===== config.mk =====
export PLATFORM = sky130hd
export DESIGN_NAME = rgb2ycc_conv
export DESIGN_NICKNAME = d
export VERILOG_FILES = /design/src/rtl/rgb2ycc_pkg.sv /design/src/rtl/rgb2ycc_mul.sv /design/src/rtl/rgb2ycc_sum.sv /design/src/rtl/rgb2ycc_norm.sv /design/src/rtl/rgb2ycc_conv.sv
export SDC_FILE = /design/constraint.sdc
export NUM_CORES = 1
export LEC_CHECK = 0
export BUFFER_PORTS_ARGS = -buffer_cell sky130_fd_sc_hd__buf_2
export CORE_MARGIN = 2
export CORE_UTILIZATION = 59
export CTS_CLUSTER_DIAMETER = 150
export DETAILED_ROUTE_END_ITERATION = 10
export PLACE_DENSITY_LB_ADDON = 0.3
export SYNTH_ARGS = -nofsm -noshare
export SYNTH_HDL_FRONTEND = slang
export SYNTH_SLANG_ARGS = --single-unit

===== constraint.sdc =====
create_clock -name clk -period 4.51 [get_ports clk]
set_clock_uncertainty 0.15 [all_clocks]
set_input_delay 0.2255 -clock clk [delete_from_list [all_inputs] [get_ports clk]]
set_output_delay 0.2255 -clock clk [all_outputs]
set_load 0.01 [all_outputs]

===== src/rtl/rgb2ycc_pkg.sv =====
package rgb2ycc_pkg;
    localparam int PIX_W  = 8;
    localparam int FRAC_W = 13;
    localparam int ACC_W  = 24;
    localparam int NCH    = 3;

    localparam logic signed [ACC_W-1:0] K_YR = 24'sd2104;
    localparam logic signed [ACC_W-1:0] K_YG = 24'sd4130;
    localparam logic signed [ACC_W-1:0] K_YB = 24'sd802;
    localparam logic signed [ACC_W-1:0] K_UR = 24'sd1217;
    localparam logic signed [ACC_W-1:0] K_UG = 24'sd2382;
    localparam logic signed [ACC_W-1:0] K_UB = 24'sd3598;
    localparam logic signed [ACC_W-1:0] K_VR = 24'sd3598;
    localparam logic signed [ACC_W-1:0] K_VG = 24'sd3015;
    localparam logic signed [ACC_W-1:0] K_VB = 24'sd583;

    typedef logic signed [ACC_W-1:0] acc_t;

    typedef struct packed {
        logic [PIX_W-1:0] r;
        logic [PIX_W-1:0] g;
        logic [PIX_W-1:0] b;
    } pix_t;

    typedef struct packed {
        acc_t yr, yg, yb;
        acc_t ur, ug, ub;
        acc_t vr, vg, vb;
    } prod_t;

    function automatic acc_t widen(input logic [PIX_W-1:0] c);
        return acc_t'({{(ACC_W-PIX_W){1'b0}}, c});
    endfunction

    function automatic logic [PIX_W-1:0] sat_pix(input acc_t x);
        if (x < 0)
            return '0;
        else if (x > acc_t'((1 << PIX_W) - 1))
            return '1;
        else
            return x[PIX_W-1:0];
    endfunction
endpackage


===== src/rtl/rgb2ycc_mul.sv =====
module rgb2ycc_mul
    import rgb2ycc_pkg::*;
(
    input  logic  clk,
    input  logic  rst,
    input  logic  vld_i,
    input  pix_t  pix_i,
    output logic  vld_o,
    output prod_t prod_o
);
    acc_t r_w, g_w, b_w;

    always_comb begin
        r_w = widen(pix_i.r);
        g_w = widen(pix_i.g);
        b_w = widen(pix_i.b);
    end

    always_ff @(posedge clk) begin
        if (rst) begin
            vld_o  <= 1'b0;
            prod_o <= '0;
        end else begin
            vld_o <= vld_i;
            if (vld_i) begin
                prod_o.yr <= r_w * K_YR;
                prod_o.yg <= g_w * K_YG;
                prod_o.yb <= b_w * K_YB;
                prod_o.ur <= r_w * K_UR;
                prod_o.ug <= g_w * K_UG;
                prod_o.ub <= b_w * K_UB;
                prod_o.vr <= r_w * K_VR;
                prod_o.vg <= g_w * K_VG;
                prod_o.vb <= b_w * K_VB;
            end
        end
    end
endmodule


===== src/rtl/rgb2ycc_sum.sv =====
module rgb2ycc_sum
    import rgb2ycc_pkg::*;
(
    input  logic  clk,
    input  logic  rst,
    input  logic  vld_i,
    input  prod_t prod_i,
    output logic  vld_o,
    output acc_t  sum_o [NCH]
);
    always_ff @(posedge clk) begin
        if (rst) begin
            vld_o <= 1'b0;
            for (int i = 0; i < NCH; i++) sum_o[i] <= '0;
        end else begin
            vld_o <= vld_i;
            if (vld_i) begin
                sum_o[0] <= prod_i.yr + prod_i.yg + prod_i.yb;
                sum_o[1] <= prod_i.ub - prod_i.ur - prod_i.ug;
                sum_o[2] <= prod_i.vr - prod_i.vg - prod_i.vb;
            end
        end
    end
endmodule


===== src/rtl/rgb2ycc_norm.sv =====
module rgb2ycc_norm
    import rgb2ycc_pkg::*;
#(
    parameter int OFFSET = 128
) (
    input  logic             clk,
    input  logic             rst,
    input  logic             vld_i,
    input  acc_t             sum_i,
    output logic [PIX_W-1:0] pix_o
);
    acc_t scaled;

    always_comb scaled = (sum_i >>> FRAC_W) + acc_t'(OFFSET);

    always_ff @(posedge clk) begin
        if (rst)
            pix_o <= '0;
        else if (vld_i)
            pix_o <= sat_pix(scaled);
    end
endmodule


===== src/rtl/rgb2ycc_conv.sv =====
module rgb2ycc_conv
    import rgb2ycc_pkg::*;
(
    input  logic             clk,
    input  logic             rst,
    input  logic             in_valid,
    input  logic [PIX_W-1:0] in_r,
    input  logic [PIX_W-1:0] in_g,
    input  logic [PIX_W-1:0] in_b,
    output logic             out_valid,
    output logic [PIX_W-1:0] out_y,
    output logic [PIX_W-1:0] out_u,
    output logic [PIX_W-1:0] out_v
);
    localparam int OFS [NCH] = '{16, 128, 128};

    pix_t             pix_in;
    prod_t            prod_q;
    logic             vld_p, vld_s;
    acc_t             sum_q [NCH];
    logic [PIX_W-1:0] res [NCH];

    always_comb begin
        pix_in.r = in_r;
        pix_in.g = in_g;
        pix_in.b = in_b;
    end

    rgb2ycc_mul u_mul (
        .clk(clk), .rst(rst), .vld_i(in_valid), .pix_i(pix_in),
        .vld_o(vld_p), .prod_o(prod_q)
    );

    rgb2ycc_sum u_sum (
        .clk(clk), .rst(rst), .vld_i(vld_p), .prod_i(prod_q),
        .vld_o(vld_s), .sum_o(sum_q)
    );

    for (genvar c = 0; c < NCH; c++) begin : g_ch
        rgb2ycc_norm #(.OFFSET(OFS[c])) u_norm (
            .clk(clk), .rst(rst), .vld_i(vld_s), .sum_i(sum_q[c]),
            .pix_o(res[c])
        );
    end

    always_ff @(posedge clk) begin
        if (rst) out_valid <= 1'b0;
        else     out_valid <= vld_s;
    end

    assign out_y = res[0];
    assign out_u = res[1];
    assign out_v = res[2];
endmodule


==> results of run 1 <==
## cell families after synthesis
kind of cell | count (synthesis) | share of synthesized area
xor+xnor | 107 | 0.0498
simple gates | 443 | 0.108
buf+inv | 332 | 0.0667
flops | 203 | 0.216
mux | 93 | 0.0496
fa+ha+maj | 468 | 0.359
compound gates | 425 | 0.150
## flip-flops by register name, summed over array words and instances, names as in the netlist
| register | cells |
|---|---|
| u_mul.prod_o | 145 |
| out_valid | 1 |
| u_sum.vld_o | 1 |
| u_mul.vld_o | 1 |
| g_ch.u_norm.pix_o | 24 |
| u_sum.sum_o | 31 |
## per-layer routing
metal  up-vias  track usage  routed length [um]  share of wire
li1       7277            -                   -              -
met1      7176        0.400               21800           0.45
met2       359        0.510               22500           0.47
met3        78       0.0339                2440          0.051
met4         0       0.0819                1330          0.028
met5         -            0                   0              0
## power groups by stage
stage / Combinational (mW) / Sequential (mW) / Clock (mW)
floorplan: 4.41 / 2.32 / 0
global placement: 5.85 / 2.43 / 0
detailed placement: 6.04 / 2.44 / 0
CTS: 6.10 / 2.41 / 1.96
global route: 6.87 / 2.44 / 2.04
finish: 6.15 / 2.41 / 1.95
## worst max-delay path, stage by stage
cell           delay (ns)
dlygate4sd3_1        0.53
buf_2                0.20
ha_1                 0.34
ha_1                 0.28
inv_1                0.05
fa_1                 0.50
inv_1                0.04
ha_1                 0.28
ha_1                 0.34
a21o_4               0.25
a221oi_4             0.33
o21ai_2              0.13
a311o_1              0.39
o31a_1               0.26
nand2_1              0.08
xnor2_1              0.15
a211oi_2             0.09
## metrics by stage
stage	TNS [ns]	total power, mW	setup slack (ns)	area (um^2)	instances
2_1_floorplan	0	6.73	0.198	18800	2071
3_3_place_gp	0	8.28	0.0698	19700	2501
3_5_place_dp	-0.0314	8.48	-0.0314	19700	2501
4_1_cts	0	10.5	0.194	20500	2552
5_1_grt	0	11.4	0.0554	20500	2552
6_report	0	10.5	0.241	20500	2552
## area by class of cell
cell class                 instances  area (um^2)
clock buffer                      32          681
clock inverter                    11          111
fill                            2659        10900
inverter                         268         1010
multi-input combinational       1536        13500
sequential                       203         4060
tap                              402          503
timing repair buffer             100          668
## path summary, 6_finish.rpt
path | to | slack, ns | cells past startpoint
min | u_mul.prod_o[171] | 0.02 | 3
min reg2reg | g_ch[2].u_norm.pix_o[2] | 0.31 | 2
max reg2reg | u_sum.sum_o[42] | 1.01 | 11
max | u_mul.prod_o[209] | 0.24 | 17
## cell usage in the layout, fill, tap and decap left out, types with 5 or more instances in the layout
cell type      Yosys  layout
and2_1             7       7
dlygate4sd3_1      0       8
or3_1              6       6
nand3_1           30      30
o22ai_1           11      11
clkbuf_8           0       5
a21o_1            49      49
a21oi_1          120     120
nor2b_1           23      22
a2111oi_0          6       6
o21a_1            14      14
nand2_1           77      77
mux2i_1           91      91
o21bai_1          11      11
nand4_1           11      11
ha_1             347     347
dfxtp_1          203     203
o211ai_1          10      10
a31oi_1           15      15
nor4b_1            6       6
xnor2_1           76      76
buf_4              0      40
o221a_2            6       6
nor3_1            24      24
o21ai_1           28      28
nor2_1           202     202
o31ai_1            5       5
o21ai_0           44      44
and3_1             8       8
buf_2              2      49
inv_1            268     268
xor2_1            31      31
nand2b_1          37      37
a311oi_1           7       7
clkbuf_16          0      24
fa_1             121     121
a211oi_1          39      38
a22o_1            13      13
## timing repair
item                                   CTS  global route
hold buffers                             8             0
setup endpoints to repair                0             1
resized for setup                        0             2
endpoints found under the hold margin   32             0
==> summary.txt, run 1 <==
number of global-route vias before repair = 15100
cell taking the most area after synthesis = ha_1
Clk pwr share = 0.185
fin nets = 2628
worst skew pair latency = 0.53 ns
die width = 183 um
Logic pwr share = 0.585
maximum root-to-sink buffer count = 3
layout cell share with drive strength beyond 1 = 0.0679
Core Area = 0.0315 mm^2
peak supply drop = 0.282 mV
min Tclk post-route = 4.27 ns
f_max = 0.234 GHz
synth top area cells = ha_1 23%, dfxtp_1 22%, fa_1 13%
n_diodes = 0
Primary FF master, synth = dfxtp_1
run status = completed
PD cells = 512 mW/mm^2
Pins Over Slew Limit = 0
Chip Height = 183 um
fin crit share = 0.946
FF-to-FF Start = u_mul.prod_o[108]
Synth-to-Final Area Change = 9.14%
CP endpoint kind = flip-flop
Starting Density = 0.598
post-synthesis sequential area ratio = 0.216
Initial DRC Count = 1098
unrepaired setup endpoints after global routing = false
final setup fails = 0
global-route wire length before repair = 79.6 mm
FFs w/ async S/R, synth = 0
post-synthesis cell count = 2071
grt total ovfl = 0
sw frac = 0.445
synth cell count leaders = 347 x ha_1, 268 x inv_1, 203 x dfxtp_1, 202 x nor2_1, 121 x fa_1
syn_area_per_cell = 9.09 um^2
1st-pass router iterations = 5
final core utilization = 0.653
final wirelength = 48.1 mm
buffers added on ports = 51
critical path class = primary input to flip-flop
Relative slew margins = 0.282
CTS Root Cell = clkbuf_16
worst hold start = in_g[2]
largest net degree at the start of global routing = 121
most frequent cell after synthesis = ha_1
CTS tree = yes
initial antenna violation count = 0
Yosys reg bits = 203
critical path required time = 4.73 ns
Critical Path AT = 4.49 ns
worst slew pin tran = 1.07 ns
Worst Setup Start Kind = primary input
Post-synth EDFFs = 0
Setup Buffers After CTS = 0
vias per cell = 5.83
Final Hold Violating Endpoints = 0
Clock Pin Slew Worst Setup and Hold Paths = 0.06 ns
Crit Path Max Fanout = 10
GPL Wtd Cong = 0.935
Yosys top cell area share = 0.231
Critical path origin = in_r[5]
DR vias = 14900
Final ANT Viol Nets = 0
Synthesized Nets = 2566
Netlist Area Pre-Place = 0.0188 mm^2
Seq pwr share = 0.229
Std-Cell Rows = 65
sw power = 4.67 mW
CTS Buf Count = 24
H-Tree Depth = 1
number of max-cap violations = 0
Pleak = 10.1 nW
DRC = 0
CTS sink cnt = 203
Hold Path Class = primary input to flip-flop
boundary pin count = 52
gr usage total = 0.298
Fin Hold WS = 0.0167 ns
Die ar. = 0.0333 mm^2
routed length per instance = 18.8 um
HPWL Detailed = 38.9 mm
internal power = 5.84 mW
yosys warns = 0
post-synthesis cell type count = 69
Power figures use the tool's default switching activity.
==> inputs of run 2 (changes only) <==
- MAX_ROUTING_LAYER: unset -> met4
- SKIP_CTS_REPAIR_TIMING: unset -> 1
==> summary.txt, run 2 (synthesis results as in run 1) <==
routed length per instance = 19.0 um (+0.70%)
global routing met3 resource utilization = 0.0335 (-0.000399)
Placed Area = 0.0197 mm^2 (about the same)
Std-Cell Rows = 65 (unchanged)
Final Hold Violating Endpoints = 1 (+1)
most common cell after layout, fill and taps aside = ha_1
final setup fails = 0 (unchanged)
DR vias = 14800 (-0.60%)
die width = 183 um (unchanged)
1st-pass router iterations = 5 (unchanged)
GPL Wtd Cong = 0.974 (+4.2%)
max reg flops = 145 (unchanged)
Pleak = 10.1 nW (about the same)
unrepaired setup endpoints after global routing = false
CTS Root Cell = clkbuf_16
hold depth = 3 (unchanged)
critical path class = primary input to flip-flop
grt total ovfl = 0 (unchanged)
Clock Pin Slew Worst Setup and Hold Paths = 0.06 ns (about the same)
internal power = 5.95 mW (+1.9%)
maximum root-to-sink buffer count = 3 (unchanged)
Relative slew margins = 0.332 (+0.0505)
Initial DRC Count = 997 (-9.2%)
fin crit share = 0.963 (+0.0164)
CTS tree = yes
final instance area = 0.0206 mm^2 (+0.11%)
largest net degree at the start of global routing = 103 (-15%)
sw frac = 0.438 (-0.00658)
final wirelength = 48.4 mm (+0.62%)
HPWL Detailed = 39.1 mm (+0.43%)
DRC = 0 (unchanged)
Pins Over Slew Limit = 0 (unchanged)
total power = 10.6 mW (+0.73%)
critical path required time = 4.73 ns (about the same)
worst skew pair latency = 0.53 ns (about the same)
PD cells = 515 mW/mm^2 (+0.62%)
Clk pwr share = 0.193 (+0.008)
fin nets = 2626 (-0.076%)
CTS Buf Count = 23 (-4.2%)
met2 usage = 0.499 (-0.0113)
Critical Path AT = 4.57 ns (+0.08 ns)
met1 usage = 0.408 (+0.00796)
buffers added on ports = 51 (unchanged)
worst slew pin tran = 0.998 ns (-0.0754 ns)
Hold Path Class = primary input to flip-flop
global-route wire length before repair = 78.8 mm (-1.0%)
GR peak layer = met2
TNS Setup = 0 ns (unchanged)
CP endpoint kind = flip-flop
# fillers = 2635 (-0.90%)
f_max = 0.230 GHz (-1.7%)
peak supply drop = 0.317 mV (+13%)
Worst Setup Start Kind = primary input
Die ar. = 0.0333 mm^2 (unchanged)
min Tclk post-route = 4.34 ns (+0.0740 ns)
Top reg by flops = u_mul.prod_o
number of max-cap violations = 0 (unchanged)
Core Area = 0.0315 mm^2 (unchanged)
Chip Height = 183 um (unchanged)
Logic pwr share = 0.579 (-0.006)
number of global-route vias before repair = 14600 (-3.0%)
Fin Hold WS = -0.0113 ns (-0.0280 ns)
initial antenna violation count = 1 (+1)
boundary pin count = 52 (unchanged)
Worst path depth = 17 (unchanged)
gr usage total = 0.305 (+0.00695)
CTS sink cnt = 203 (unchanged)
most frequent cells in the layout = 347 x ha_1, 268 x inv_1, 203 x dfxtp_1
worst stage delay on the critical path = 0.55 ns (+0.02 ns)
CP most frequent cell = ha_1
failing checks = negative hold slack
Critical-path top delay cell = dlygate4sd3_1
CP cell instances = dlygate4sd3_1 -> buf_2 -> ha_1 -> ha_1 -> inv_1 -> fa_1 -> inv_1 -> ha_1 -> ha_1 -> a21o_4 -> a221oi_4 -> o21ai_2 -> a22o_1 -> or2_1 -> a21oi_1 -> mux2i_1 -> a21oi_1
Starting Density = 0.598 (unchanged)
H-Tree Depth = 1 (unchanged)
FF-to-FF path depth = 11 (unchanged)
layout cell share with drive strength beyond 1 = 0.0657 (-0.00223)
Synth-to-Final Area Change = 9.26%
Largest regs = u_mul.prod_o (145), u_sum.sum_o (31), g_ch.u_norm.pix_o (24)
critical path's top delay family = adder cells
Final ANT Viol Nets = 0 (unchanged)
vias per cell = 5.80 (-0.52%)
Crit Path Max Fanout = 10 (unchanged)
sw power = 4.64 mW (-0.76%)
Seq pwr share = 0.228 (about the same)
run status = finished with violations
CP Buf/Inv Count = 4 (unchanged)
==> run 2: cell count changes in the layout (fill, tap and decap cells not counted), sizes merged <==
cell | before | now
bufinv | 1 | 4
clkbuf | 32 | 30
clkinvlp | 2 | 3
clkinv | 7 | 3
buf | 92 | 91
diode | 0 | 1
==> run 2: worst paths after layout <==
kind                     from                end  slack [ns]
max reg2reg  u_mul.prod_o[77]    u_sum.sum_o[17]        0.87
min                   in_b[1]  u_mul.prod_o[146]       -0.01
max                   in_r[5]   u_mul.prod_o[67]        0.17
min reg2reg  u_mul.prod_o[91]   u_mul.prod_o[91]        0.30
==> run 2: per-stage QoR <==
| step | instances | setup WS [ns] | util |
|---|---|---|---|
| after global placement | 2500 | 0.00906 | 0.625 |
| after floorplan | 2071 | 0.198 | - |
| after detailed placement | 2500 | -0.0407 | 0.625 |
| final | 2550 | 0.167 | 0.653 |
| after global routing | 2550 | 0.0566 | 0.653 |
| after CTS | 2541 | 0.498 | 0.651 |
==> run 2: power by group through the flow <==
stage | Clock, mW | Sequential [mW] | Combinational (mW)
after floorplan | 0 | 2.32 | 4.41
after global placement | 0 | 2.44 | 5.89
after detailed placement | 0 | 2.45 | 6.04
after CTS | 2.06 | 2.41 | 6.10
after global routing | 2.14 | 2.45 | 6.87
final | 2.04 | 2.41 | 6.13
==> run 2: routing by layer <==
layer,share of wire,vias to the layer above
li1,-,7283
met1,0.46,7089
met2,0.47,347
met3,0.049,82
met4,0.024,0
met5,0,-
==> run 2: area by class of cell <==
type | instances | area (um^2) | area share
well taps | 402 | 503 | 0.0245
multi-input cells | 1536 | 13500 | 0.657
clock inverters | 11 | 185 | 0.00900
inverters | 268 | 1010 | 0.0489
flip-flops and latches | 203 | 4060 | 0.198
diodes | 1 | 2.50 | 0.000122
clock buffers | 30 | 642 | 0.0312
repair buffers | 99 | 661 | 0.0321
==> run 2: worst min-delay path: cells and delay by family <==
family | cells | cell delay [ns]
buffers and inverters | 1 | 0.18
muxes | 1 | 0.15
and+or+nand+nor | 1 | 0.05
